## config.mk

```make
export PLATFORM = sky130hd
export DESIGN_NAME = mseq_top
export DESIGN_NICKNAME = d
export VERILOG_FILES = /design/src/rtl/mseq_pkg.sv /design/src/rtl/mseq_rom.sv /design/src/rtl/mseq_decode.sv /design/src/rtl/mseq_next.sv /design/src/rtl/mseq_top.sv
export SDC_FILE = /design/constraint.sdc
export NUM_CORES = 1
export LEC_CHECK = 0
export BUFFER_PORTS_ARGS = -buffer_cell sky130_fd_sc_hd__buf_2
export CORE_MARGIN = 2
export CORE_UTILIZATION = 55
export DETAILED_ROUTE_END_ITERATION = 16
export PLACE_DENSITY = 0.84
export RECOVER_POWER = 100
export SYNTH_ARGS = -nofsm -noshare
export SYNTH_HDL_FRONTEND = slang
export SYNTH_SLANG_ARGS = --single-unit
```

## constraint.sdc

```tcl
create_clock -name clk_i -period 4.35 [get_ports clk_i]
set_clock_uncertainty 0.1 [all_clocks]
set_input_delay 0.6525 -clock clk_i [delete_from_list [all_inputs] [get_ports clk_i]]
set_output_delay 0.6525 -clock clk_i [all_outputs]
set_load 0.1 [all_outputs]
```

## src/rtl/mseq_pkg.sv

```systemverilog
package mseq_pkg;

  typedef enum logic [2:0] {
    JT_NEXT   = 3'd0,
    JT_SPIN   = 3'd1,
    JT_FETCH  = 3'd2,
    JT_DISP   = 3'd3,
    JT_FTRUE  = 3'd4,
    JT_FFALSE = 3'd5
  } jt_e;

  typedef enum logic [1:0] {RS_PC = 2'd0, RS_RS1 = 2'd1, RS_RS2 = 2'd2, RS_RD = 2'd3} rsel_e;
  typedef enum logic [1:0] {AL_ADD = 2'd0, AL_DEC4 = 2'd1, AL_FUNC = 2'd2, AL_INC4 = 2'd3} alu_e;
  typedef enum logic [2:0] {IM_I = 3'd0, IM_B = 3'd1, IM_J = 3'd2} isel_e;

  // control vector, bit 0 is ma_ld
  typedef struct packed {
    alu_e  alu_op;   // 17:16
    isel_e imm_sel;  // 15:13
    rsel_e reg_sel;  // 12:11
    logic  mem_wr;   // 10
    logic  mem_en;   // 9
    logic  alu_en;   // 8
    logic  imm_en;   // 7
    logic  reg_wr;   // 6
    logic  reg_en;   // 5
    logic  pc_ld;    // 4
    logic  ir_ld;    // 3
    logic  b_ld;     // 2
    logic  a_ld;     // 1
    logic  ma_ld;    // 0
  } ctl_t;

  localparam int CTL_W = $bits(ctl_t);

  typedef struct packed {
    jt_e  jt;
    ctl_t ctl;
  } uword_t;

  // routine entry points
  localparam int A_FETCH0 = 0;
  localparam int A_ALU    = 3;
  localparam int A_ALUI   = 6;
  localparam int A_LOAD   = 9;
  localparam int A_BR     = 14;
  localparam int A_JAL    = 20;
  localparam int A_SKIP   = 24;
  localparam int A_ILL    = 29;

  // opcode groups
  localparam int OP_ALU  = 'h0C;
  localparam int OP_ALUI = 'h04;
  localparam int OP_LOAD = 'h00;
  localparam int OP_BR   = 'h18;
  localparam int OP_JAL  = 'h1B;
  localparam int OP_SKIP = 'h0A;

  function automatic ctl_t f_reg2a(rsel_e s);
    ctl_t c = '0;
    c.reg_en  = 1'b1;
    c.reg_sel = s;
    c.a_ld    = 1'b1;
    return c;
  endfunction

  function automatic ctl_t f_reg2b(rsel_e s);
    ctl_t c = '0;
    c.reg_en  = 1'b1;
    c.reg_sel = s;
    c.b_ld    = 1'b1;
    return c;
  endfunction

  function automatic ctl_t f_imm2b(isel_e s);
    ctl_t c = '0;
    c.imm_en  = 1'b1;
    c.imm_sel = s;
    c.b_ld    = 1'b1;
    return c;
  endfunction

  function automatic ctl_t f_alu(alu_e op);
    ctl_t c = '0;
    c.alu_en = 1'b1;
    c.alu_op = op;
    return c;
  endfunction

endpackage

```

## src/rtl/mseq_rom.sv

```systemverilog
module mseq_rom
  import mseq_pkg::*;
#(
  parameter int UPC_W = 6
) (
  input  logic [UPC_W-1:0] addr_i,
  output uword_t           word_o
);

  ctl_t c;
  jt_e  j;

  always_comb begin
    c = '0;
    j = JT_FETCH;
    case (int'(addr_i))
      A_FETCH0:     begin c = f_reg2a(RS_PC); c.ma_ld = 1'b1; j = JT_NEXT; end
      A_FETCH0 + 1: begin c.mem_en = 1'b1; c.ir_ld = 1'b1; j = JT_SPIN; end
      A_FETCH0 + 2: begin c = f_alu(AL_INC4); c.pc_ld = 1'b1; j = JT_DISP; end
      // register-register
      A_ALU:        begin c = f_reg2a(RS_RS1); j = JT_NEXT; end
      A_ALU + 1:    begin c = f_reg2b(RS_RS2); j = JT_NEXT; end
      A_ALU + 2:    begin c = f_alu(AL_FUNC); c.reg_en = 1'b1; c.reg_wr = 1'b1;
                          c.reg_sel = RS_RD; j = JT_FETCH; end
      // register-immediate
      A_ALUI:       begin c = f_reg2a(RS_RS1); j = JT_NEXT; end
      A_ALUI + 1:   begin c = f_imm2b(IM_I); j = JT_NEXT; end
      A_ALUI + 2:   begin c = f_alu(AL_FUNC); c.reg_en = 1'b1; c.reg_wr = 1'b1;
                          c.reg_sel = RS_RD; j = JT_FETCH; end
      // load
      A_LOAD:       begin c = f_reg2a(RS_RS1); j = JT_NEXT; end
      A_LOAD + 1:   begin c = f_imm2b(IM_I); j = JT_NEXT; end
      A_LOAD + 2:   begin c = f_alu(AL_ADD); c.ma_ld = 1'b1; j = JT_NEXT; end
      A_LOAD + 3:   begin c.mem_en = 1'b1; c.reg_en = 1'b1; c.reg_wr = 1'b1;
                          c.reg_sel = RS_RD; j = JT_SPIN; end
      A_LOAD + 4:   begin j = JT_FETCH; end
      // branch, falls to fetch when not taken
      A_BR:         begin c = f_reg2a(RS_RS1); j = JT_NEXT; end
      A_BR + 1:     begin c = f_reg2b(RS_RS2); j = JT_NEXT; end
      A_BR + 2:     begin c = f_reg2a(RS_PC); j = JT_FFALSE; end
      A_BR + 3:     begin c = f_alu(AL_DEC4); c.a_ld = 1'b1; j = JT_NEXT; end
      A_BR + 4:     begin c = f_imm2b(IM_B); j = JT_NEXT; end
      A_BR + 5:     begin c = f_alu(AL_ADD); c.pc_ld = 1'b1; j = JT_FETCH; end
      // jump and link
      A_JAL:        begin c.reg_en = 1'b1; c.reg_wr = 1'b1; c.reg_sel = RS_RD; j = JT_NEXT; end
      A_JAL + 1:    begin c = f_alu(AL_DEC4); c.a_ld = 1'b1; j = JT_NEXT; end
      A_JAL + 2:    begin c = f_imm2b(IM_J); j = JT_NEXT; end
      A_JAL + 3:    begin c = f_alu(AL_ADD); c.pc_ld = 1'b1; j = JT_FETCH; end
      // inverted-sense branch, falls to fetch when condition holds
      A_SKIP:       begin c = f_reg2a(RS_RS1); j = JT_NEXT; end
      A_SKIP + 1:   begin c = f_reg2b(RS_RS2); j = JT_NEXT; end
      A_SKIP + 2:   begin c = f_reg2a(RS_PC); j = JT_FTRUE; end
      A_SKIP + 3:   begin c = f_imm2b(IM_B); j = JT_NEXT; end
      A_SKIP + 4:   begin c = f_alu(AL_ADD); c.pc_ld = 1'b1; j = JT_FETCH; end
      // illegal opcode: no datapath action
      A_ILL:        begin j = JT_FETCH; end
      default:      begin j = JT_FETCH; end
    endcase
  end

  assign word_o = '{jt: j, ctl: c};

endmodule

```

## src/rtl/mseq_decode.sv

```systemverilog
module mseq_decode
  import mseq_pkg::*;
#(
  parameter int UPC_W = 6,
  parameter int OPC_W = 5
) (
  input  logic [OPC_W-1:0] opcode_i,
  output logic [UPC_W-1:0] start_o
);

  always_comb begin
    case (opcode_i)
      OPC_W'(OP_ALU):  start_o = UPC_W'(A_ALU);
      OPC_W'(OP_ALUI): start_o = UPC_W'(A_ALUI);
      OPC_W'(OP_LOAD): start_o = UPC_W'(A_LOAD);
      OPC_W'(OP_BR):   start_o = UPC_W'(A_BR);
      OPC_W'(OP_JAL):  start_o = UPC_W'(A_JAL);
      OPC_W'(OP_SKIP): start_o = UPC_W'(A_SKIP);
      default:         start_o = UPC_W'(A_ILL);
    endcase
  end

endmodule

```

## src/rtl/mseq_next.sv

```systemverilog
module mseq_next
  import mseq_pkg::*;
#(
  parameter int UPC_W = 6
) (
  input  logic [UPC_W-1:0] upc_i,
  input  jt_e              jt_i,
  input  logic             busy_i,
  input  logic             cond_i,
  input  logic [UPC_W-1:0] disp_i,
  output logic [UPC_W-1:0] upc_nxt_o,
  output logic             upc_en_o
);

  localparam logic [UPC_W-1:0] FETCH_ADDR = UPC_W'(A_FETCH0);

  logic [UPC_W-1:0] upc_inc;
  assign upc_inc = upc_i + 1'b1;

  always_comb begin
    upc_en_o  = 1'b1;
    upc_nxt_o = upc_inc;
    case (jt_i)
      JT_NEXT:   upc_nxt_o = upc_inc;
      JT_SPIN:   upc_en_o  = !busy_i;
      JT_FETCH:  upc_nxt_o = FETCH_ADDR;
      JT_DISP:   upc_nxt_o = disp_i;
      JT_FTRUE:  upc_nxt_o = cond_i ? FETCH_ADDR : upc_inc;
      JT_FFALSE: upc_nxt_o = cond_i ? upc_inc : FETCH_ADDR;
      default:   upc_nxt_o = FETCH_ADDR;
    endcase
  end

endmodule

```

## src/rtl/mseq_top.sv

```systemverilog
module mseq_top
  import mseq_pkg::*;
#(
  parameter int UPC_W = 6,
  parameter int OPC_W = 5
) (
  input  logic             clk_i,
  input  logic             rst_ni,
  input  logic [OPC_W-1:0] opcode_i,
  input  logic             cond_i,
  input  logic             busy_i,
  output logic [CTL_W-1:0] ctl_o,
  output logic [UPC_W-1:0] upc_o
);

  logic             rst_meta_q;
  logic             rst_q_n;
  logic [UPC_W-1:0] upc_q;
  logic [UPC_W-1:0] upc_nxt;
  logic             upc_en;
  logic [UPC_W-1:0] disp_addr;
  uword_t           word;
  jt_e              jt_cur;

  // reset: asserted asynchronously, released after two edges
  always_ff @(posedge clk_i or negedge rst_ni) begin
    if (!rst_ni) begin
      rst_meta_q <= 1'b0;
      rst_q_n    <= 1'b0;
    end else begin
      rst_meta_q <= 1'b1;
      rst_q_n    <= rst_meta_q;
    end
  end

  mseq_rom #(.UPC_W(UPC_W)) rom_i (
    .addr_i (upc_q),
    .word_o (word)
  );

  mseq_decode #(.UPC_W(UPC_W), .OPC_W(OPC_W)) dec_i (
    .opcode_i (opcode_i),
    .start_o  (disp_addr)
  );

  assign jt_cur = word.jt;

  mseq_next #(.UPC_W(UPC_W)) nxt_i (
    .upc_i     (upc_q),
    .jt_i      (jt_cur),
    .busy_i    (busy_i),
    .cond_i    (cond_i),
    .disp_i    (disp_addr),
    .upc_nxt_o (upc_nxt),
    .upc_en_o  (upc_en)
  );

  always_ff @(posedge clk_i or negedge rst_q_n) begin
    if (!rst_q_n) begin
      upc_q <= UPC_W'(A_FETCH0);
    end else if (upc_en) begin
      upc_q <= upc_nxt;
    end
  end

  assign ctl_o = word.ctl;
  assign upc_o = upc_q;

endmodule

```

* Yosys cells after proc, flatten, opt, wreduce, memory -nomap -nowiden
Cells that the tools add are included.
** Storage, ports and cells
- Register bits :: 8
- Input bits :: 9
- Output and inout port bits :: 24
- Logic and storage cells :: 73
** Operators by class
- $add $sub $neg :: 1
- Equality and inequality tests :: 36
- Muxes and demuxes :: 14
- Reduce and logical (&&, ||, !) cells :: 19
** Operators by type and width (number)
- == test 6 x 5 -> 1 bit (second input constant) :: 13
- == test 6 x 4 -> 1 bit (second input constant) :: 7
- case mux 5 bit (6 select lines) :: 1
- case mux 5 bit (5 select lines) :: 1
- == test 6 x 3 -> 1 bit (second input constant) :: 4
- case mux 6 bit (4 select lines) :: 1
- OR reduction 18 bit :: 1
- OR reduction 9 bit :: 2
- case mux 3 bit (5 select lines) :: 1
- == test 6 x 2 -> 1 bit (second input constant) :: 2
- two-way mux 6 bit :: 2
- case mux 3 bit (4 select lines) :: 1
- OR reduction 11 bit :: 1
- == test 5 x 4 -> 1 bit (second input constant) :: 2
- == test 5 bit (second input constant) :: 2
- OR reduction 2 bit :: 5
- OR reduction 5 bit :: 2
- case mux 2 bit (2 select lines) :: 2
- OR reduction 4 bit :: 2
- OR reduction 8 bit :: 1
- adder 6 x 1 -> 6 bit (second input constant) :: 1
- == test 3 bit (second input constant) :: 2
- == test 6 x 1 -> 1 bit (second input constant) :: 1
- zero test 6 bit :: 1
- other kinds (9) :: 12

* Depth between registers and ports, before layout
Gate-level depths: netlist of run 1.
- Depth in word-level cells :: 6
- Depth in mapped cells :: 8
- Gate-level depth less buffers :: 7

* Cells and area by module
From an unflattened synthesis of run 1, not the netlist that was laid out.
** Unflattened totals
- Cells, all modules :: 178
- Area total of the unflattened synthesis :: 1352.5 um^2
** Modules (own cells, without submodules)
- mseq_rom :: instances 1, cells each 114, area an instance 699.4 um^2, seq. area each 0.0 um^2
- mseq_top :: instances 1, cells each 16, area an instance 305.3 um^2, seq. area each 200.2 um^2
- mseq_next :: instances 1, cells each 28, area an instance 206.4 um^2, seq. area each 0.0 um^2
- mseq_decode :: instances 1, cells each 20, area an instance 141.4 um^2, seq. area each 0.0 um^2

* Worst setup path after synthesis of run 1
Ideal clock, no wire load.
- Path type :: reg2out
- Start point :: register upc_q[3], in the netlist upc_o[3]
- End point :: output ctl_o[8]
- Data arrival time :: 5153 ps
- Data required time :: 3597 ps
- Path slack :: -1556 ps
- Stages on the path, launching flop included :: 8
- Path buffers :: 2
- Cell sequence :: dfrtp_1 -> buf_2 -> buf_2 -> nor2b_1 -> a22oi_1 -> o31ai_1 -> a21oi_1 -> o21ai_0
** On the way
- Longest elaborated chain between the ends :: 3
- Elaborated cells on any way between the ends :: 17
- Classes of those cells :: eq/ne: 14; mux: 1; reduce/logical: 2
** RTL lines
- from (decl) :: line mseq_top.sv:18 : logic [UPC_W-1:0] upc_q;
- from (signal assigned) :: line mseq_top.sv:60 : upc_q <= UPC_W'(A_FETCH0);
- from (signal assigned) :: line mseq_top.sv:62 : upc_q <= upc_nxt;
- == test 6 x 5 -> 1 bit (tied with other cells) :: line mseq_rom.sv:16 : case (int'(addr_i))
- OR reduction 9 bit (no line) or OR reduction 5 bit (tied branches)
- case mux 2 bit (2 select lines) * :: line mseq_rom.sv:16
- to (decl) :: line mseq_top.sv:12 : output logic [CTL_W-1:0] ctl_o,
Every way passes the cells marked *; elsewhere a longest branch is shown, timed or not.

* Final worst setup path of run 1
Same ends and word-level chain as after synthesis.

==> results of run 1 <==
per-stage QoR:
stage          area, sq um  instances  hold WS, ns  util, %  TNS (ns)
6_report              1270        193     -0.00967     64.8         0
5_1_grt               1270        193       0.0285     64.8         0
4_1_cts               1310        193      0.00203     67.0         0
3_5_place_dp          1290        190      0.00302     65.8         0
3_3_place_gp          1290        190      -0.0124     65.8         0
2_1_floorplan         1180        147      -0.0322        -    -0.645
cell usage after synthesis, types with 3 or more instances:
| cell | number | area (sq um) |
|---|---|---|
| o21ai_0 | 4 | 20.0 |
| nor4_1 | 3 | 18.8 |
| and3_1 | 3 | 18.8 |
| nor2b_1 | 10 | 62.6 |
| mux2i_1 | 3 | 30.0 |
| clkbuf_1 | 7 | 26.3 |
| buf_4 | 3 | 22.5 |
| nor3_1 | 4 | 20.0 |
| a22oi_1 | 3 | 22.5 |
| nand2b_1 | 5 | 31.3 |
| nor2_1 | 8 | 30.0 |
| nor3b_1 | 4 | 30.0 |
| ha_1 | 4 | 50.1 |
| buf_2 | 4 | 20.0 |
| nand3b_1 | 3 | 22.5 |
| inv_1 | 5 | 18.8 |
| nand2_1 | 11 | 41.3 |
| o211ai_1 | 3 | 22.5 |
| and3b_1 | 3 | 26.3 |
| a21oi_1 | 8 | 40.0 |
| o31ai_1 | 4 | 30.0 |
| nand3_1 | 4 | 20.0 |
| dfrtp_1 | 8 | 200 |
registers in the layout, summed over array words and instances, names as in the netlist:
register,count
rst_meta_q,1
rst_q_n,1
upc_o,6
cell families after synthesis:
logic type / after synthesis
AO/OA/AOI/OAI: 37
XOR/XNOR: 4
adder cells (fa/ha/maj): 4
buffers and inverters: 19
flip-flops: 8
multiplexers: 4
other: 2
AND/OR/NAND/NOR: 67
worst register-to-register path, cell delays in order, from the launching register on:
cell and delay [ns]:
dfrtp_1 0.91, mux2_1 0.41, and3b_1 0.20, a211o_1 0.29, o31ai_1 0.65, o211ai_1 0.20
routing by layer:
layer / wire (um) / vias to the layer above / GRT usage [%]
li1: - / 569 / -
met4: 104 / 0 / 14.8
met2: 1430 / 53 / 42.2
met3: 154 / 11 / 1.52
met1: 1180 / 543 / 31.5
met5: 0 / - / 0
layout make-up:
type / count / area, sq um / share of cell area [%]
clock buffer: 3 / 22.5 / 1.77
inverter: 5 / 18.8 / 1.48
tap: 27 / 33.8 / 2.66
multi-input combinational: 120 / 875 / 68.8
timing repair buffer: 30 / 121 / 9.55
sequential: 8 / 200 / 15.7
how the worst max path moves through the flow:
stage                    end  depth (start not counted)
global route        ctl_o[8]                          6
detailed placement  ctl_o[5]                          6
global placement    ctl_o[1]                          6
floorplan           ctl_o[8]                          7
finish              ctl_o[8]                          6
CTS                 ctl_o[5]                          6
==> metrics.txt, run 1 <==
fin crit share 81.7%; port buffer count 30; Synth-to-Final Area Change 10.9%; Post-CTS Setup Bufs 0; FF-to-FF End upc_o[3]; crit path capture type primary output; Netlist cell types 48; Final min period between 3 and 4 ns; Syn Area/Cell between 7 and 8 sq um; Reg2Reg Depth 5; HPWL after detailed placement approximately 2.1 mm; # setup viols final 0; CTS root buffer clkbuf_4; clock tree from TritonCTS built; Hold Path Class flip-flop to asynchronous set/reset pin; hold_buf cts 0; total grt overflow 0; Vias between 1k and 1.5k; Antenna diodes 0; crit-path leading delay family flip-flops; layout cells sized above 1 about an eighth; WL/cell roughly 15 um; Crit. Startpoint upc_o[3]; RSZ-0062 raised after global routing false; Clock transition at path regs ~0.050 ns; Worst setup SP type flip-flop; TritonCTS Sinks 8; Mapped Area ~1100 sq um; most frequent cells in the layout 23 x clkbuf_1, 11 x nand2_1, 10 x nor2b_1; CP max FO 30; Antenna Violating Nets Remaining 0; register area share after synthesis around 17%; Filler Cell Count between 150 and 200; CTS H-tree lvls 1; CTS max path bufs 2; Gate Count Post-Synth 145; Initial DRT Pass Iterations 4; Slew @ Worst Pin 1.18 ns; Worst Slack Setup Final between 0.7 and 0.8 ns; Primary FF master, synth dfrtp_1; outcome finished, violations left; slowest stage delay, CP roughly 0.91 ns; worst hold slack -0.00967 ns; adder-cell share of the synthesized area 4.37%; Post-Route WL 2.87 mm; r2r setup slk between 1 and 1.5 ns; XOR/XNOR Fraction of Synth Area between 3 and 4%; mux contribution to synthesized area 3.60%; Final #Nets ~180; violated checks hold timing; initial antenna violation count 0; Synth Area in Compound Gates a little over a quarter; relative max-transition margin between 20% and 30%; Yosys reg bits 8; # IOs 33; Iter 0 DRT Violations 30; slowest library cell on the worst path dfrtp_1; Final Max Tran Viols 0; CP required about 3.6 ns; DRC 0; Arrival @ worst endpoint between 2 and 3 ns; Die ar. 2470 sq um; vias in the first global route 1103; Ys Warns 0; Clock Latency Late Sink about 0.25 ns; CP cell instances nor2b_1, a22oi_1, o31ai_2, a21oi_1, o21ai_0, clkbuf_1; Core Area 1960 sq um; largest net degree at the start of global routing 31; Post-synth EDFFs 0; Rows 16; commonest non-fill, non-tap cell in the layout clkbuf_1; Fin. Hold Viols 6; largest family of logic cells by synthesized area simple AND/OR/NAND/NOR gates; clock buffer count from CTS 3; CP Class flip-flop to primary output; Die X ~50 um; first-pass GRT wire length a little under 5 mm; Post-Synth Simple-Gate Area 37.1%; height of the die between 40 and 50 um; pre-CTS setup slack ~1.4 ns; Final GP Congestion roughly 0.89; via density per instance around 6.1; Overall Global Routing Usage between 20 and 30%; Initial Utilization 58.4%; Crit Reg-Reg Startpoint upc_o[3]; Max Freq around 280 MHz; # Max-Cap Violations 0; CP bufs+invs 1; Post-synth ARST share 100%; cts repair resizes 0
Power of run 1 is left out: the tool's default activity adds up to more than one toggle a clock period on the data nets, which glitch-free logic cannot reach.
==> inputs of run 2 (changes only) <==
--- a/config.mk
+++ b/config.mk
@@ -5,11 +5,12 @@
 export SDC_FILE = /design/constraint.sdc
 export NUM_CORES = 1
 export LEC_CHECK = 0
+export ABC_AREA = 1
 export BUFFER_PORTS_ARGS = -buffer_cell sky130_fd_sc_hd__buf_2
 export CORE_MARGIN = 2
-export CORE_UTILIZATION = 55
+export CORE_UTILIZATION = 47
 export DETAILED_ROUTE_END_ITERATION = 16
-export PLACE_DENSITY = 0.84
+export PLACE_DENSITY = 0.76
 export RECOVER_POWER = 100
 export SYNTH_ARGS = -nofsm -noshare
 export SYNTH_HDL_FRONTEND = slang
==> constraint.sdc (replaced) <==
create_clock -name clk_i -period 3.1 [get_ports clk_i]
set_clock_uncertainty 0.1 [all_clocks]
set_input_delay 0.465 -clock clk_i [delete_from_list [all_inputs] [get_ports clk_i]]
set_output_delay 0.465 -clock clk_i [all_outputs]
set_load 0.1 [all_outputs]
==> metrics.txt, run 2 <==
outcome finished, violations left; violated checks hold timing; total grt overflow 0 (unchanged); cts repair resizes 0 (unchanged); CP cell instances inv_1, ha_1, nand2_2, nor2_4, inv_2, nand2_8, inv_1, nand4_1, clkbuf_2; Internal about 370 uW; CTS max path bufs 2 (unchanged); Arrival @ worst endpoint 2.31 ns (-0.49 ns); Worst Slack Setup Final 0.220 ns (-0.575 ns); Ys Warns 0 (unchanged); WL/cell 11.7 um (-21%); peak supply drop between 700 and 800 uV; DRC 0 (unchanged); slowest library cell on the worst path dfrtp_4; fin area 1380 sq um (+8.2%); HPWL after detailed placement 2.30 mm (+8.0%); Synth-to-Final Area Change 19.2%; ranking of synthesized cells by area dfrtp_1 17%, nand2_1 11%, nand3_1 7.8%; Clk pwr share 5.5%; Slew @ Worst Pin 1.16 ns (-0.0106 ns); share of the synthesized area in the top cell type 17.4% (-0.11 points); Clock transition at path regs 0.06 ns (about the same); first-pass GRT wire length 4.49 mm (-7.3%); port buffer count 30 (unchanged); number of flip-flops in the largest register 6 (unchanged); Worst setup SP type flip-flop; Net Sw Power roughly 1.0 mW; Post-CTS Setup Bufs 0 (unchanged); register area share after synthesis 17.4% (-0.11 points); clock tree from TritonCTS built; Primary FF master, synth dfrtp_1; hold_buf cts 1 (+1); Yosys reg bits 8 (unchanged); LEAKAGE 0.759 nW; Iter 0 DRT Violations 55 (+83%); Power per Cell Area just over 1000 nW/um^2; Antenna diodes 0 (unchanged); Vias 1262 (+7.3%); CP Class flip-flop to primary output; height of the die 53.5 um (+7.8%); Hold Path Class flip-flop to asynchronous set/reset pin; Initial DRT Pass Iterations 5 (+1); Mapped Area 1150 sq um (+0.66%); setup_tns 0 ns (unchanged); Area after DPL 1360 sq um (+5.6%); Sw Share around three quarters; Max Freq around 350 MHz; Die X 53.5 um (+7.8%); Post-synth ARST share 100% (unchanged); Gate Count Post-Synth 177 (+22%); sequential power share about 15%; Netlist cell types 33 (-31%); # setup viols final 0 (unchanged); crit path capture type primary output; Antenna Violating Nets Remaining 0 (unchanged); most common cell in the netlist nand2_1; fin crit share roughly 93%; slowest stage delay, CP 0.51 ns (-0.40 ns); # Max-Cap Violations 0 (unchanged); Die ar. 2870 sq um (+16%); Initial Utilization 50.7% (-7.7 points); Fin. Hold Viols 5 (-1); Final #Nets 224 (+24%); Core Area 2280 sq um (+16%); combinational share of power 79.8%; relative max-transition margin 22.7% (+0.70 points); CP required 2.53 ns (-1.07 ns); via density per instance 5.32 (-13%); RSZ-0062 raised after global routing false; Syn Area/Cell 6.52 sq um (-18%); Overall Global Routing Usage 20.6% (-4.5 points); Post-synth EDFFs 0 (unchanged); pre-CTS setup slack 0.515 ns (-0.876 ns); Yosys top cell by area dfrtp_1; worst hold slack -0.00793 ns (+0.00174 ns); # IOs 33 (unchanged); Final GP Congestion 0.858 (-3.8%); Post-Route WL 2.77 mm (-3.5%); Post-synth top cells 35 x nand2_1, 20 x inv_1, 20 x nor2_1, 18 x nand3_1, 11 x nand4_1; Rows 17 (+1); largest net degree at the start of global routing 14 (-55%); clock buffer count from CTS 3 (unchanged); most frequent cells in the layout 33 x nand2_1, 21 x nor2_1, 20 x inv_1; TritonCTS Sinks 8 (unchanged); Crit path top cell by count inv_1; CTS H-tree lvls 1 (unchanged); initial antenna violation count 0 (unchanged); CP max FO 9 (-70%); Final min period 2.88 ns; CTS root buffer clkbuf_4; layout cells sized above 1 32.1% (+19 points); vias in the first global route 1087 (-1.5%); Final Max Tran Viols 0 (unchanged); Clock Latency Late Sink 0.25 ns (about the same); commonest non-fill, non-tap cell in the layout nand2_1
==> run 2: changes by cell type after synthesis, moves of 5 or more <==
cell and delta:
inv_2 +7, nor2_2 +5, clkbuf_1 -7, nand2b_1 -5, inv_1 +15, nand4_1 +11
nand2_1 +24, a21oi_1 -6, nor2_1 +12, nor2b_1 -10, nand3_2 +5, nand3_1 +14
==> run 2: worst max-delay path, delay by kind of cell (launching register included) <==
family	cells	cell delay (ns)
AND/OR/NAND/NOR	4	0.48
adder cells (fa/ha/maj)	1	0.30
flip-flops	1	0.51
buffers and inverters	4	0.79
==> run 2: final timing paths <==
check	startpoint	to	slack (ns)	cells past startpoint
max in group asynchronous	rst_ni	rst_meta_q	2.33	2
min in group clk_i	rst_meta_q	rst_q_n	0.25	0
hold / removal	rst_q_n	upc_o[4]	-0.008	0
hold reg to reg	rst_q_n	upc_o[4]	-0.008	0
setup / recovery	upc_o[0]	ctl_o[8]	0.22	9
setup reg to reg	upc_o[0]	upc_o[1]	0.84	12
==> run 2: power by group through the flow <==
stage          registers (mW)  clock network [mW]  logic [mW]
5_1_grt                 0.214              0.0832        1.19
6_report                0.207              0.0770        1.12
4_1_cts                 0.207              0.0806        1.14
3_3_place_gp            0.205                   0        1.13
3_5_place_dp            0.208                   0        1.13
2_1_floorplan           0.326                   0       0.866
==> run 2: routing by layer <==
| metal | vias to the layer above | share of wire (%) | track usage [%] |
|---|---|---|---|
| li1 | 644 | - | - |
| met3 | 0 | 6.0 | 2.50 |
| met2 | 50 | 52 | 41.8 |
| met5 | - | 0 | 0 |
| met1 | 568 | 41 | 24.1 |
| met4 | 0 | 0 | 0 |
==> run 2: logic make-up (layout without fill, tap and decap cells) <==
logic type	count (synthesis)	after routing	synth area share, %
adders and majority gates	4	4	4.34
other	2	4	0.651
and+or+nand+nor	113	113	54.9
AOI/OAI and AO/OA	14	14	8.24
DFF	8	8	17.4
xor gates and xnor gates	2	2	1.52
buffers and inverters	34	64	13.0
==> run 2: area by class of cell <==
type | count | area [sq um]
Inverter | 30 | 116
Timing Repair Buffer | 31 | 150
Fill cell | 215 | 901
Tap cell | 28 | 35.0
Sequential cell | 8 | 213
Multi-Input combinational cell | 137 | 838
Clock buffer | 3 | 22.5
==> run 2: stage by stage <==
stage          utilization (%)  instances  power (mW)  hold WS [ns]
2_1_floorplan                -        179        1.19       -0.0324
6_report                  60.4        237        1.40      -0.00793
3_5_place_dp              59.9        233        1.34      -0.00407
3_3_place_gp              59.9        233        1.33       -0.0110
5_1_grt                   60.4        237        1.48        0.0146
4_1_cts                   61.4        237        1.42       0.00180
No activity file was read; power rests on OpenSTA's default activity.
==> inputs of run 3 (changes only) <==
--- a/config.mk
+++ b/config.mk
@@ -7,6 +7,7 @@
 export LEC_CHECK = 0
 export ABC_AREA = 1
 export BUFFER_PORTS_ARGS = -buffer_cell sky130_fd_sc_hd__buf_2
+export CORE_ASPECT_RATIO = 0.7
 export CORE_MARGIN = 2
 export CORE_UTILIZATION = 47
 export DETAILED_ROUTE_END_ITERATION = 16
==> metrics.txt, run 3 (synthesis gave the netlist of run 2 again) <==
peak supply drop 605 uV (-18%); WL/cell 12.7 um (+8.9%); # Max-Cap Violations 0 (unchanged); crit path capture type primary output; fin area 1380 sq um (+0.55%); Fin. Hold Viols 6 (+1); height of the die 45.5 um (-15%); violated checks hold timing; via density per instance 5.32 (-0.10%); clock tree from TritonCTS built; vias in the first global route 1153 (+6.1%); most frequent cells in the layout 33 x nand2_1, 20 x inv_1, 20 x nor2_1; # IOs 33 (unchanged); CTS H-tree lvls 1 (unchanged); FF-to-FF End upc_o[4]; Final GP Congestion 0.892 (+4.0%); cts repair resizes 0 (unchanged); Initial Utilization 51.5% (+0.76 points); clock buffer count from CTS 3 (unchanged); Post-Route WL 3.06 mm (+11%); total grt overflow 0 (unchanged); WL met2 1.32 mm (-9.2%); number of flip-flops in the largest register 6 (unchanged); Overall Global Routing Usage 23.2% (+2.6 points); Iter 0 DRT Violations 63 (+15%); Worst Setup EP ctl_o[5]; Reg2Reg Depth 12 (unchanged); Antenna Violating Nets Remaining 0 (unchanged); first-pass GRT wire length 5.26 mm (+17%); hold_buf cts 1 (unchanged); DRC 0 (unchanged); CP Class flip-flop to primary output; initial antenna violation count 0 (unchanged); CP max FO 8 (-1); RSZ-0062 raised after global routing false; Arrival @ worst endpoint 2.31 ns (about the same); largest net degree at the start of global routing 14 (unchanged); Rows 14 (-3); Worst setup SP type flip-flop; Slew @ Worst Pin 1.18 ns (+0.0162 ns); Final Max Tran Viols 0 (unchanged); Vias 1282 (+1.6%); Final min period 2.88 ns (-0.00158 ns); Clock Latency Late Sink 0.25 ns (about the same); Final #Nets 224 (unchanged); met3 wire len 212 um (+27%); Hold Path Class flip-flop to asynchronous set/reset pin; relative max-transition margin 21.6% (-1.1 points); Clock transition at path regs 0.05 ns (about the same); Core Area 2240 sq um (-1.5%); Antenna diodes 0 (unchanged); fin crit share 92.9% (about the same); HPWL after detailed placement 2.53 mm (+10%); LEAKAGE 0.760 nW (+0.12%); r2r setup slk 0.82 ns (-0.02 ns); CTS root buffer clkbuf_4; CTS max path bufs 2 (unchanged); layout cells sized above 1 32.5% (+0.48 points); Area after DPL 1370 sq um (+0.37%); Crit. Startpoint upc_o[0]; # setup viols final 0 (unchanged); top routing layer in use met4; port buffer count 30 (unchanged); Die ar. 2870 sq um (+0.23%); Crit Reg-Reg Startpoint upc_o[0]; worst hold slack -0.0118 ns (-0.00391 ns); Filler Cell Count 233 (+8.4%); CP required 2.53 ns (about the same); total power 1.42 mW (+0.98%); WL met1 1.51 mm (+31%); Power per Cell Area 1030 nW/um^2 (+0.43%); Initial DRT Pass Iterations 4 (-1); Post-CTS Setup Bufs 0 (unchanged); commonest non-fill, non-tap cell in the layout nand2_1; TritonCTS Sinks 8 (unchanged); Max Freq 347 MHz (about the same); outcome finished, violations left; Synth-to-Final Area Change 19.8%; Die X 63.2 um (+18%)
-- run 3: metal layers --
metal  track usage (%)  up-vias
met5                 0        -
met4              5.65        0
met3              2.23        4
met2              36.8       67
met1              34.6      568
li1                  -      643
-- run 3: how the worst min path moves through the flow --
stage	start	slack [ns]	endpoint	depth (start not counted)
after global placement	rst_q_n	-0.01	upc_o[1]	0
after global routing	rst_q_n	0.02	upc_o[1]	0
final	rst_q_n	-0.01	upc_o[0]	0
after floorplan	rst_q_n	-0.03	upc_o[0]	0
after CTS	rst_q_n	0.0006	upc_o[0]	0
after detailed placement	rst_q_n	-0.0005	upc_o[1]	0
-- run 3: per-stage QoR --
step	utilization (%)	std cells	TNS [ns]	hold WS [ns]	setup slack [ns]
6_report	61.7	241	0	-0.0118	0.222
5_1_grt	61.7	241	0	0.0188	0.0742
4_1_cts	62.5	241	0	0.000593	0.267
3_5_place_dp	61.0	237	0	-0.000487	0.550
3_3_place_gp	61.0	237	0	-0.00981	0.626
2_1_floorplan	-	179	-0.0535	-0.0324	-0.0535
-- run 3: final cells by class --
cell class                      instances  area [sq um]  share of cell area [%]
Multi-Input combinational cell        137           841                    60.8
Clock buffer                            3          22.5                    1.63
Sequential cell                         8           213                    15.4
Inverter                               30           116                    8.42
Timing Repair Buffer                   31           150                    10.9
Tap cell                               32          40.0                    2.90
-- run 3: power breakdown --
group,internal [mW],switching (mW)
logic,0.187,0.944
registers,0.136,0.0735
clock network,0.0441,0.0325
-- run 3: worst max-delay path, cell delays in order (launching register included) --
cell      delay (ns)
dfrtp_4         0.44
inv_1           0.10
ha_1            0.28
nand3_2         0.18
inv_2           0.08
nor2_4          0.21
nand4_1         0.10
or2_2           0.30
clkbuf_2        0.37
